--- src/rtl/kse_pkg.sv ---
package kse_pkg;

    typedef enum logic {
        RS_STOP = 1'b0,
        RS_GO   = 1'b1
    } run_state_e;

    localparam int PT_BASE   = 0;
    localparam int CT_BASE   = 8;
    localparam int KEY_BASE  = 16;
    localparam int FLAG_ADDR = 24;

endpackage

--- src/rtl/kse_byte_reg.sv ---
module kse_byte_reg #(
    parameter int BYTES = 8,
    parameter int BYTE_W = 8,
    localparam int IDX_W = (BYTES > 1) ? $clog2(BYTES) : 1
) (
    input  logic                    clk,
    input  logic                    rst,
    input  logic                    we,
    input  logic [IDX_W-1:0]        idx,
    input  logic [BYTE_W-1:0]       wd,
    output logic [BYTES*BYTE_W-1:0] q
);

    for (genvar g = 0; g < BYTES; g++) begin : g_byte
        logic [BYTE_W-1:0] byte_q;
        always_ff @(posedge clk) begin
            if (rst) begin
                byte_q <= '0;
            end else if (we && (idx == IDX_W'(g))) begin
                byte_q <= wd;
            end
        end
        assign q[g*BYTE_W +: BYTE_W] = byte_q;
    end

endmodule

--- src/rtl/kse_compare.sv ---
module kse_compare #(
    parameter int W = 64,
    parameter int SLICE = 16,
    localparam int NS = W / SLICE
) (
    input  logic [W-1:0] a,
    input  logic [W-1:0] b,
    output logic         equal
);

    logic [NS-1:0] slice_diff;

    for (genvar s = 0; s < NS; s++) begin : g_slice
        assign slice_diff[s] = |(a[s*SLICE +: SLICE] ^ b[s*SLICE +: SLICE]);
    end

    assign equal = ~|slice_diff;

endmodule

--- src/rtl/kse_run_ctrl.sv ---
module kse_run_ctrl
    import kse_pkg::*;
(
    input  logic clk,
    input  logic rst,
    input  logic flag_we,
    input  logic flag_wd,
    input  logic match,
    output logic stop_flag,
    output logic running
);

    run_state_e state_q, state_d;

    always_ff @(posedge clk) begin
        if (rst) begin
            state_q <= RS_STOP;
        end else begin
            state_q <= state_d;
        end
    end

    always_comb begin
        state_d = state_q;
        unique case (state_q)
            RS_STOP: begin
                if (flag_we && !flag_wd) begin
                    state_d = RS_GO;        // GO_CMD
                end
            end
            RS_GO: begin
                if (flag_we) begin
                    state_d = flag_wd ? RS_STOP : RS_GO;  // HALT_CMD, write wins
                end else if (match) begin
                    state_d = RS_STOP;      // HIT
                end
            end
            default: state_d = RS_STOP;
        endcase
    end

    always_comb begin
        stop_flag = (state_q == RS_STOP);
        running   = (state_q == RS_GO);
    end

    assert_hit_stops_R6: assert property (@(posedge clk) disable iff (rst)
        (running && match && !flag_we) |=> stop_flag);

    assert_write_wins_R7: assert property (@(posedge clk) disable iff (rst)
        flag_we |=> (stop_flag == $past(flag_wd)));

    assert_stop_holds_R8: assert property (@(posedge clk) disable iff (rst)
        (stop_flag && !flag_we) |=> stop_flag);

endmodule

--- src/rtl/key_search_ctrl.sv ---
module key_search_ctrl
    import kse_pkg::*;
#(
    parameter int BYTE_W  = 8,
    parameter int ADDR_W  = 5,
    parameter int BLOCK_W = 64,
    parameter int KEY_W   = 56,
    parameter int SLICE_W = 16
) (
    input  logic                  clk,
    input  logic                  rst,
    input  logic                  sel,
    input  logic                  rw,
    input  logic [ADDR_W-1:0]     addr,
    input  logic [BYTE_W-1:0]     wdata,
    output logic [BYTE_W-1:0]     rdata,
    input  logic [BLOCK_W-1:0]    pipe_result,
    input  logic [KEY_W-1:0]      pipe_key,
    output logic [BLOCK_W-1:0]    plain_out,
    output logic                  step_en,
    output logic [KEY_W/BYTE_W-1:0] key_we,
    output logic [BYTE_W-1:0]     key_wdata
);

    localparam int BLK_BYTES = BLOCK_W / BYTE_W;
    localparam int KEY_BYTES = KEY_W / BYTE_W;
    localparam int BIDX_W    = $clog2(BLK_BYTES);
    localparam logic [ADDR_W-1:0] PT_LO   = ADDR_W'(PT_BASE);
    localparam logic [ADDR_W-1:0] CT_LO   = ADDR_W'(CT_BASE);
    localparam logic [ADDR_W-1:0] KEY_LO  = ADDR_W'(KEY_BASE);
    localparam logic [ADDR_W-1:0] FLAG_AD = ADDR_W'(FLAG_ADDR);

    logic wr_stb, rd_stb;
    logic pt_hit, ct_hit, flag_we;
    logic [ADDR_W-1:0] pt_off, ct_off;
    logic [BLOCK_W-1:0] ct_q;
    logic match, stop_flag, running;
    logic [KEY_W-1:0] cap_key;

    assign wr_stb = sel && !rw;
    assign rd_stb = sel && rw;
    assign pt_off = addr - PT_LO;
    assign ct_off = addr - CT_LO;
    assign pt_hit = wr_stb && (addr >= PT_LO) && (addr < PT_LO + ADDR_W'(BLK_BYTES));
    assign ct_hit = wr_stb && (addr >= CT_LO) && (addr < CT_LO + ADDR_W'(BLK_BYTES));
    assign flag_we = wr_stb && (addr == FLAG_AD);

    kse_byte_reg #(.BYTES(BLK_BYTES), .BYTE_W(BYTE_W)) i_pt_reg (
        .clk (clk),
        .rst (rst),
        .we  (pt_hit),
        .idx (pt_off[BIDX_W-1:0]),
        .wd  (wdata),
        .q   (plain_out)
    );

    kse_byte_reg #(.BYTES(BLK_BYTES), .BYTE_W(BYTE_W)) i_ct_reg (
        .clk (clk),
        .rst (rst),
        .we  (ct_hit),
        .idx (ct_off[BIDX_W-1:0]),
        .wd  (wdata),
        .q   (ct_q)
    );

    kse_compare #(.W(BLOCK_W), .SLICE(SLICE_W)) i_cmp (
        .a     (pipe_result),
        .b     (ct_q),
        .equal (match)
    );

    kse_run_ctrl i_ctrl (
        .clk       (clk),
        .rst       (rst),
        .flag_we   (flag_we),
        .flag_wd   (wdata[0]),
        .match     (match),
        .stop_flag (stop_flag),
        .running   (running)
    );

    always_ff @(posedge clk) begin
        if (rst) begin
            cap_key <= '0;
        end else if (running) begin
            cap_key <= pipe_key;
        end
    end

    assign step_en   = running;
    assign key_wdata = wdata;

    for (genvar k = 0; k < KEY_BYTES; k++) begin : g_key_we
        assign key_we[k] = wr_stb && stop_flag && (addr == KEY_LO + ADDR_W'(k));
    end

    always_comb begin
        rdata = '0;
        if (rd_stb) begin
            if (addr == FLAG_AD) begin
                rdata = {{(BYTE_W-1){1'b0}}, stop_flag};
            end
            for (int i = 0; i < KEY_BYTES; i++) begin
                if (addr == KEY_LO + ADDR_W'(i)) begin
                    rdata = cap_key[i*BYTE_W +: BYTE_W];
                end
            end
        end
    end

    assert_cap_follows_R5: assert property (@(posedge clk) disable iff (rst)
        step_en |=> (cap_key == $past(pipe_key)));

    assert_cap_frozen_R8: assert property (@(posedge clk) disable iff (rst)
        !step_en |=> $stable(cap_key));

    assert_key_we_onehot_R9: assert property (@(posedge clk) disable iff (rst)
        $onehot0(key_we));

    assert_key_we_stopped_R9: assert property (@(posedge clk) disable iff (rst)
        (key_we != '0) |-> !step_en);

endmodule

--- config.mk ---
export PLATFORM = sky130hd
export DESIGN_NAME = key_search_ctrl
export DESIGN_NICKNAME = d
export VERILOG_FILES = /design/src/rtl/kse_pkg.sv /design/src/rtl/kse_byte_reg.sv /design/src/rtl/kse_compare.sv /design/src/rtl/kse_run_ctrl.sv /design/src/rtl/key_search_ctrl.sv
export SDC_FILE = /design/constraint.sdc
export NUM_CORES = 1
export LEC_CHECK = 0
export BUFFER_PORTS_ARGS = -buffer_cell sky130_fd_sc_hd__clkbuf_2
export CORE_ASPECT_RATIO = 1.1
export CORE_MARGIN = 1.5
export CORE_UTILIZATION = 56
export DETAILED_ROUTE_END_ITERATION = 6
export PLACE_DENSITY = 0.85
export SKIP_LAST_GASP = 1
export SYNTH_ARGS = -nofsm -noshare
export SYNTH_HDL_FRONTEND = slang
export SYNTH_SLANG_ARGS = --single-unit
--- constraint.sdc ---
create_clock -name clk -period 3.35 [get_ports clk]
set_input_delay 0.1675 -clock clk [delete_from_list [all_inputs] [get_ports clk]]
set_output_delay 0.1675 -clock clk [all_outputs]
set_load 0.05 [all_outputs]
* Word-level counts from Yosys, hierarchy flattened
Index checks and enable logic that the tools add are counted.
** Storage, ports and cells
- Register bits :: 185
- Bits in latches :: 0
- Bits in writable memories :: 0
- Memory bits (read-only) :: 0
- Output and inout port bits :: 88
- Logic and storage cells :: 101
- Memories :: 0
** Cells by class
- Add/sub/neg operators :: 1
- Multiply operators :: 0
- Div/mod/pow operators :: 0
- Order comparisons :: 4
- Eq/ne operators :: 22
- Shift operators :: 0
- Multiplexer cells :: 14
- Bitwise logic cells :: 5
- Reduce and logical (&&, ||, !) cells :: 37
** Operators by type and width (count)
- 8-bit two-way mux :: 8
- 64-bit OR reduction :: 1
- 16-bit XOR :: 4
- 5-bit == test (second input constant) :: 8
- 1-bit logical AND :: 32
- 3-bit == test (second input constant) :: 8
- 3-bit by 2-bit == test with 1-bit output (second input constant) :: 4
- 3-bit by 1-bit == test with 1-bit output (second input constant) :: 2
- 3-bit logical NOT :: 2
- 5-bit by 1-bit >= comparator with 1-bit output (second input constant) :: 1
- 5-bit by 4-bit >= comparator with 1-bit output (second input constant) :: 1
- 5-bit by 4-bit < comparator with 1-bit output (second input constant) :: 1
- 5-bit < comparator (second input constant) :: 1
- 1-bit two-way mux :: 5
- 3-bit by 1-bit subtractor with 3-bit output (second input constant) :: 1
- 1-bit logical NOT :: 2
- 1-bit one-hot mux with 2 select lines :: 1
- 1-bit NOT :: 1

* Longest topological paths before layout
- Word-level depth :: 10
- Gate-level depth with buffers :: 8
- Mapped depth without buffers :: 5

* By module
Synthesis repeated with hierarchy kept, for this count alone.
** Unflattened totals
- Cell total of the unflattened synthesis :: 839
- Area, all modules :: 8677.1 µm²
** Modules (own cells, without submodules)
- kse_byte_reg :: instances 2, cells each 235, area an instance 2603.7 µm²
- key_search_ctrl :: instances 1, cells each 280, area an instance 2730.1 µm²
- kse_compare :: instances 1, cells each 85, area an instance 698.2 µm²
- kse_run_ctrl :: instances 1, cells each 4, area an instance 41.3 µm²

* Least setup slack after synthesis
No wires, ideal clock.
- Path kind :: reg-to-output
- From :: reg i_ctrl.state_q (netlist: i_ctrl.running)
- To :: out key_we[0]
- Data arrival time :: 2.389 ns
- Data required time :: 3.182 ns
- Path slack :: 0.793 ns
- Stages on the path, launching flop included :: 6
- Cell sequence :: dfxtp_1 -> clkbuf_1 -> clkbuf_1 -> nor3b_1 -> nand2_1 -> nor3_1
** Between the ends
- Longest elaborated chain between the ends :: 3
** RTL lines
- start, declared :: line kse_run_ctrl.sv:13 : run_state_e state_q, state_d;
- start signal, assigned :: line kse_run_ctrl.sv:19 : state_q <= state_d;
- 1-bit NOT :: line kse_run_ctrl.sv:43 : stop_flag = (state_q == RS_STOP);
- 1-bit logical AND (2 in a row) :: line key_search_ctrl.sv:94 : assign key_we[k] = wr_stb && stop_flag && (addr == KEY_LO + ADDR_W'(k));
- end, declared :: line key_search_ctrl.sv:21 : output logic [KEY_W/BYTE_W-1:0] key_we,
Every way passes these cells.

* Worst setup path in the final report
- From :: in addr[0]
- To :: out rdata[5]
** Between the ends
- Longest elaborated chain between the ends :: 9
** RTL lines
- start, declared :: line key_search_ctrl.sv:14 : input logic [ADDR_W-1:0] addr,
- 5-bit == test :: line key_search_ctrl.sv:104 : if (addr == KEY_LO + ADDR_W'(i)) begin
- 8-bit two-way mux (6 in a row) :: line key_search_ctrl.sv:104
- 8-bit two-way mux * :: line key_search_ctrl.sv:104
- 8-bit two-way mux * :: line key_search_ctrl.sv:99 : if (rd_stb) begin
- end, declared :: line key_search_ctrl.sv:16 : output logic [BYTE_W-1:0] rdata,
Mark *: on every way between the ends. The rest lies on a longest branch, timed or not.

==> out/results.tsv <==
stage	metric	value	unit
status	status	finished with violations	
status	violations	negative hold slack	
placement	dp.cells	1234	
yosys	ys_ff_latch	185	
timing	min_period_over_period	78.3	%
placement	io_buffers	224	
flow_run	cap_violations	0	
grt	grt_max_degree	92	
die	io_pins	225	
power_and_ir_drop	ir_worst_vdd	258	µV
yosys	ys_types	38	
finish	fin_cells	1316	
setup_path	cp.required	3180	ps
yosys	ys_top_cells_by_count	185 x dfxtp_1, 135 x nor2_1, 126 x mux2i_1	
detailed_routing	highest_layer	met4	
clock_tree	clockRootBuffer	clkbuf_16	
setup_path	crit_arrival	2460	ps
detailed_routing	dr_wl_met3	1810	µm
detailed_routing	num_vias	7182	
timing	max_freq	0.381	GHz
yosys	synth_area	8040	µm²
hold_path	hold_class	primary input to flip-flop	
die	design.die.area	15100	µm²
setup_path	critPathCaptureType	output pin	
clock_tree	clkSinkCount	185	
setup_path	start_kind	primary input	
placement	globalplace.congestion	0.871	
detailed_routing	drc	0	
finish	syn2layout_area_growth	27.2	%
timing	rsz0062_at_grt	false	
finish	nets	1252	
clock_tree	cts_inserted_buffers	17	
clock_tree	cts_setup_buffers	0	
clock_tree	clk_pin_slew	70	ps
clock_tree	clk_path_buf_depth	2	
yosys	synthCells	886	
timing	setup_viol	0	
timing	fin_skew	7.26	ps
placement	hpwl	15100	µm
die	die_h	129	µm
yosys	async_flop_share	0	%
yosys	synth-edff-count	0	
clock_tree	clk_latency	420	ps
grt	grt_pass1_vias	7012	
clock_tree	cts_tree	built	
grt	antenna_found_initial	1	
yosys	synth-main-ff-cell	dfxtp_1	
yosys	yosysTopAreaCell	dfxtp_1	
detailed_routing	postRouteAntennaNets	0	
detailed_routing	wl_met1	9200	µm
detailed_routing	wl_met2	11600	µm
detailed_routing	drt_pass1_iterations	5	
die	die_width	117	µm
die	core	13900	µm²
timing	period_minus_slack	2620	ps
grt	grt_pass1_wl	35500	µm
grt	grt_usage	30.8	%
timing	relSlewSlack	53.2	%
detailed_routing	via_per_inst	5.46	
yosys	yosysWarnings	0	
detailed_routing	drt_iter0_drc	475	
yosys	seq_area_frac_synth	46.0	%
timing	final_max_slew_viol_count	0	
timing	tightest_slew	703	ps
power_and_ir_drop	leakage	4.39	nW
clock_tree	htree_levels	4	
finish	fillers	1011	
yosys	syn-num-nets	1023	
setup_path	cp_max_fo	18	
grt	overflow	0	
timing	hold_viol_final	1	
detailed_routing	wl_per_cell	17.6	µm
yosys	synth_area_per_cell	9.08	µm²
finish	drive_gt1_share	24.9	%
die	start_util	57.8	%
timing	tns	0	ps
timing	fin_hold_ws	-8.74	ps
power_and_ir_drop	power.density	437	nW/µm²
die	rows	45	
setup_path	critPathKind	primary input to output pin	
detailed_routing	postRouteWirelength	23200	µm
yosys	ys_top_cells_by_area	dfxtp_1 46%, mux2i_1 16%, xor2_1 7.0%, nor2_1 6.3%, nand2_1 4.1%	
yosys	netlist.area_leader.share	46.0	%
yosys	synth.most_common_cell	dfxtp_1	
-- worst max-delay path: stages --
cell and delay, ps:
clkbuf_2 400, buf_4 330, mux4_2 530, a22o_1 270, o21ai_0 310, a31oi_1 170, clkbuf_2 270
-- layer usage --
| metal | vias to the layer above | track usage (%) |
|---|---|---|
| met5 | - | 0 |
| met4 | 0 | 12.6 |
| met3 | 52 | 7.35 |
| met2 | 329 | 52.9 |
| met1 | 3339 | 36.8 |
| li1 | 3462 | - |
-- worst paths after layout --
check	from	to	slack, ps	depth (start not counted)
max reg2reg	i_ct_reg.g_byte[5].byte_q[6]$_SDFFE_PP0P_	i_ctrl.running$_SDFF_PP0_	1460	5
min reg2reg	i_pt_reg.g_byte[6].byte_q[5]$_SDFFE_PP0P_	i_pt_reg.g_byte[6].byte_q[5]$_SDFFE_PP0P_	460	2
max	addr[0]	rdata[5]	730	7
min	pipe_key[25]	cap_key[25]$_SDFFE_PP0P_	-9	3
-- placed cells by master (no fill, tap or decap), types with 2 or more instances in the layout --
cell and instances:
a21oi_1 65, a22o_1 2, a22oi_1 6, and3b_1 2, buf_4 14, clkbuf_1 6
clkbuf_16 17, clkbuf_2 223, clkbuf_8 2, clkinv_4 2, clkinvlp_4 2, dfxtp_1 184
dlygate4sd3_1 50, mux2i_1 126, mux4_2 7, nand2_1 88, nand2b_1 2, nand3_1 66
nand3b_1 3, nand4_1 5, nor2_1 135, nor2_4 3, nor2b_1 3, nor2b_2 2
nor3_1 3, nor3_4 3, nor4_1 17, o21ai_0 8, or3b_1 2, xor2_1 64
-- sequential cells by signal, indices dropped and copies added (netlist names) --
signal	flops
i_ct_reg.g_byte.byte_q	64
i_ctrl.running	1
cap_key	56
i_pt_reg.g_byte.byte_q	64
-- power by group --
part / internal [mW] / switching (mW) / total [mW] / leakage [nW]
registers: 2.21 / 0.00594 / 2.21 / 1.49
logic: 0.153 / 0.230 / 0.383 / 2.64
clock network: 1.06 / 0.810 / 1.87 / 0.258
-- stage by stage --
stage	instance area, µm²	utilization, %	worst slack (ps)	hold WS [ps]	total power [mW]
2_1_floorplan	8040	-	793	314	2.45
3_3_place_gp	9180	66.0	1020	399	2.59
3_5_place_dp	9180	66.0	995	408	2.59
6_report	10200	73.5	727	-8.74	4.47
5_1_grt	10200	73.5	631	4.27	4.60
4_1_cts	10200	73.5	988	1.07	4.47
-- area by class of cell --
cell class	count	area, µm²	area share [%]
timing repair buffer	288	1730	16.9
sequential	185	3710	36.2
multi-input combinational	622	4000	39.1
clock inverter	6	67.6	0.661
antenna	1	2.50	0.0245
tap	188	235	2.30
clock buffer	25	475	4.65
inverter	1	3.75	0.0367
-- repair_timing --
action,CTS,global route
hold buffers,50,0
gates resized for setup,0,0
endpoints found under the hold margin,50,0
-- cells by family (layout without fill, tap and decap cells) --
kind of cell | after synthesis | after routing | synth area share, %
AND/OR/NAND/NOR | 338 | 338 | 19.1
flip-flops | 185 | 185 | 46.0
multiplexers | 134 | 134 | 17.8
AO/OA/AOI/OAI | 86 | 86 | 5.82
buffers and inverters | 79 | 320 | 4.32
XOR/XNOR | 64 | 64 | 6.97
other | 0 | 1 | 0
Power figures use the tool's default switching activity.
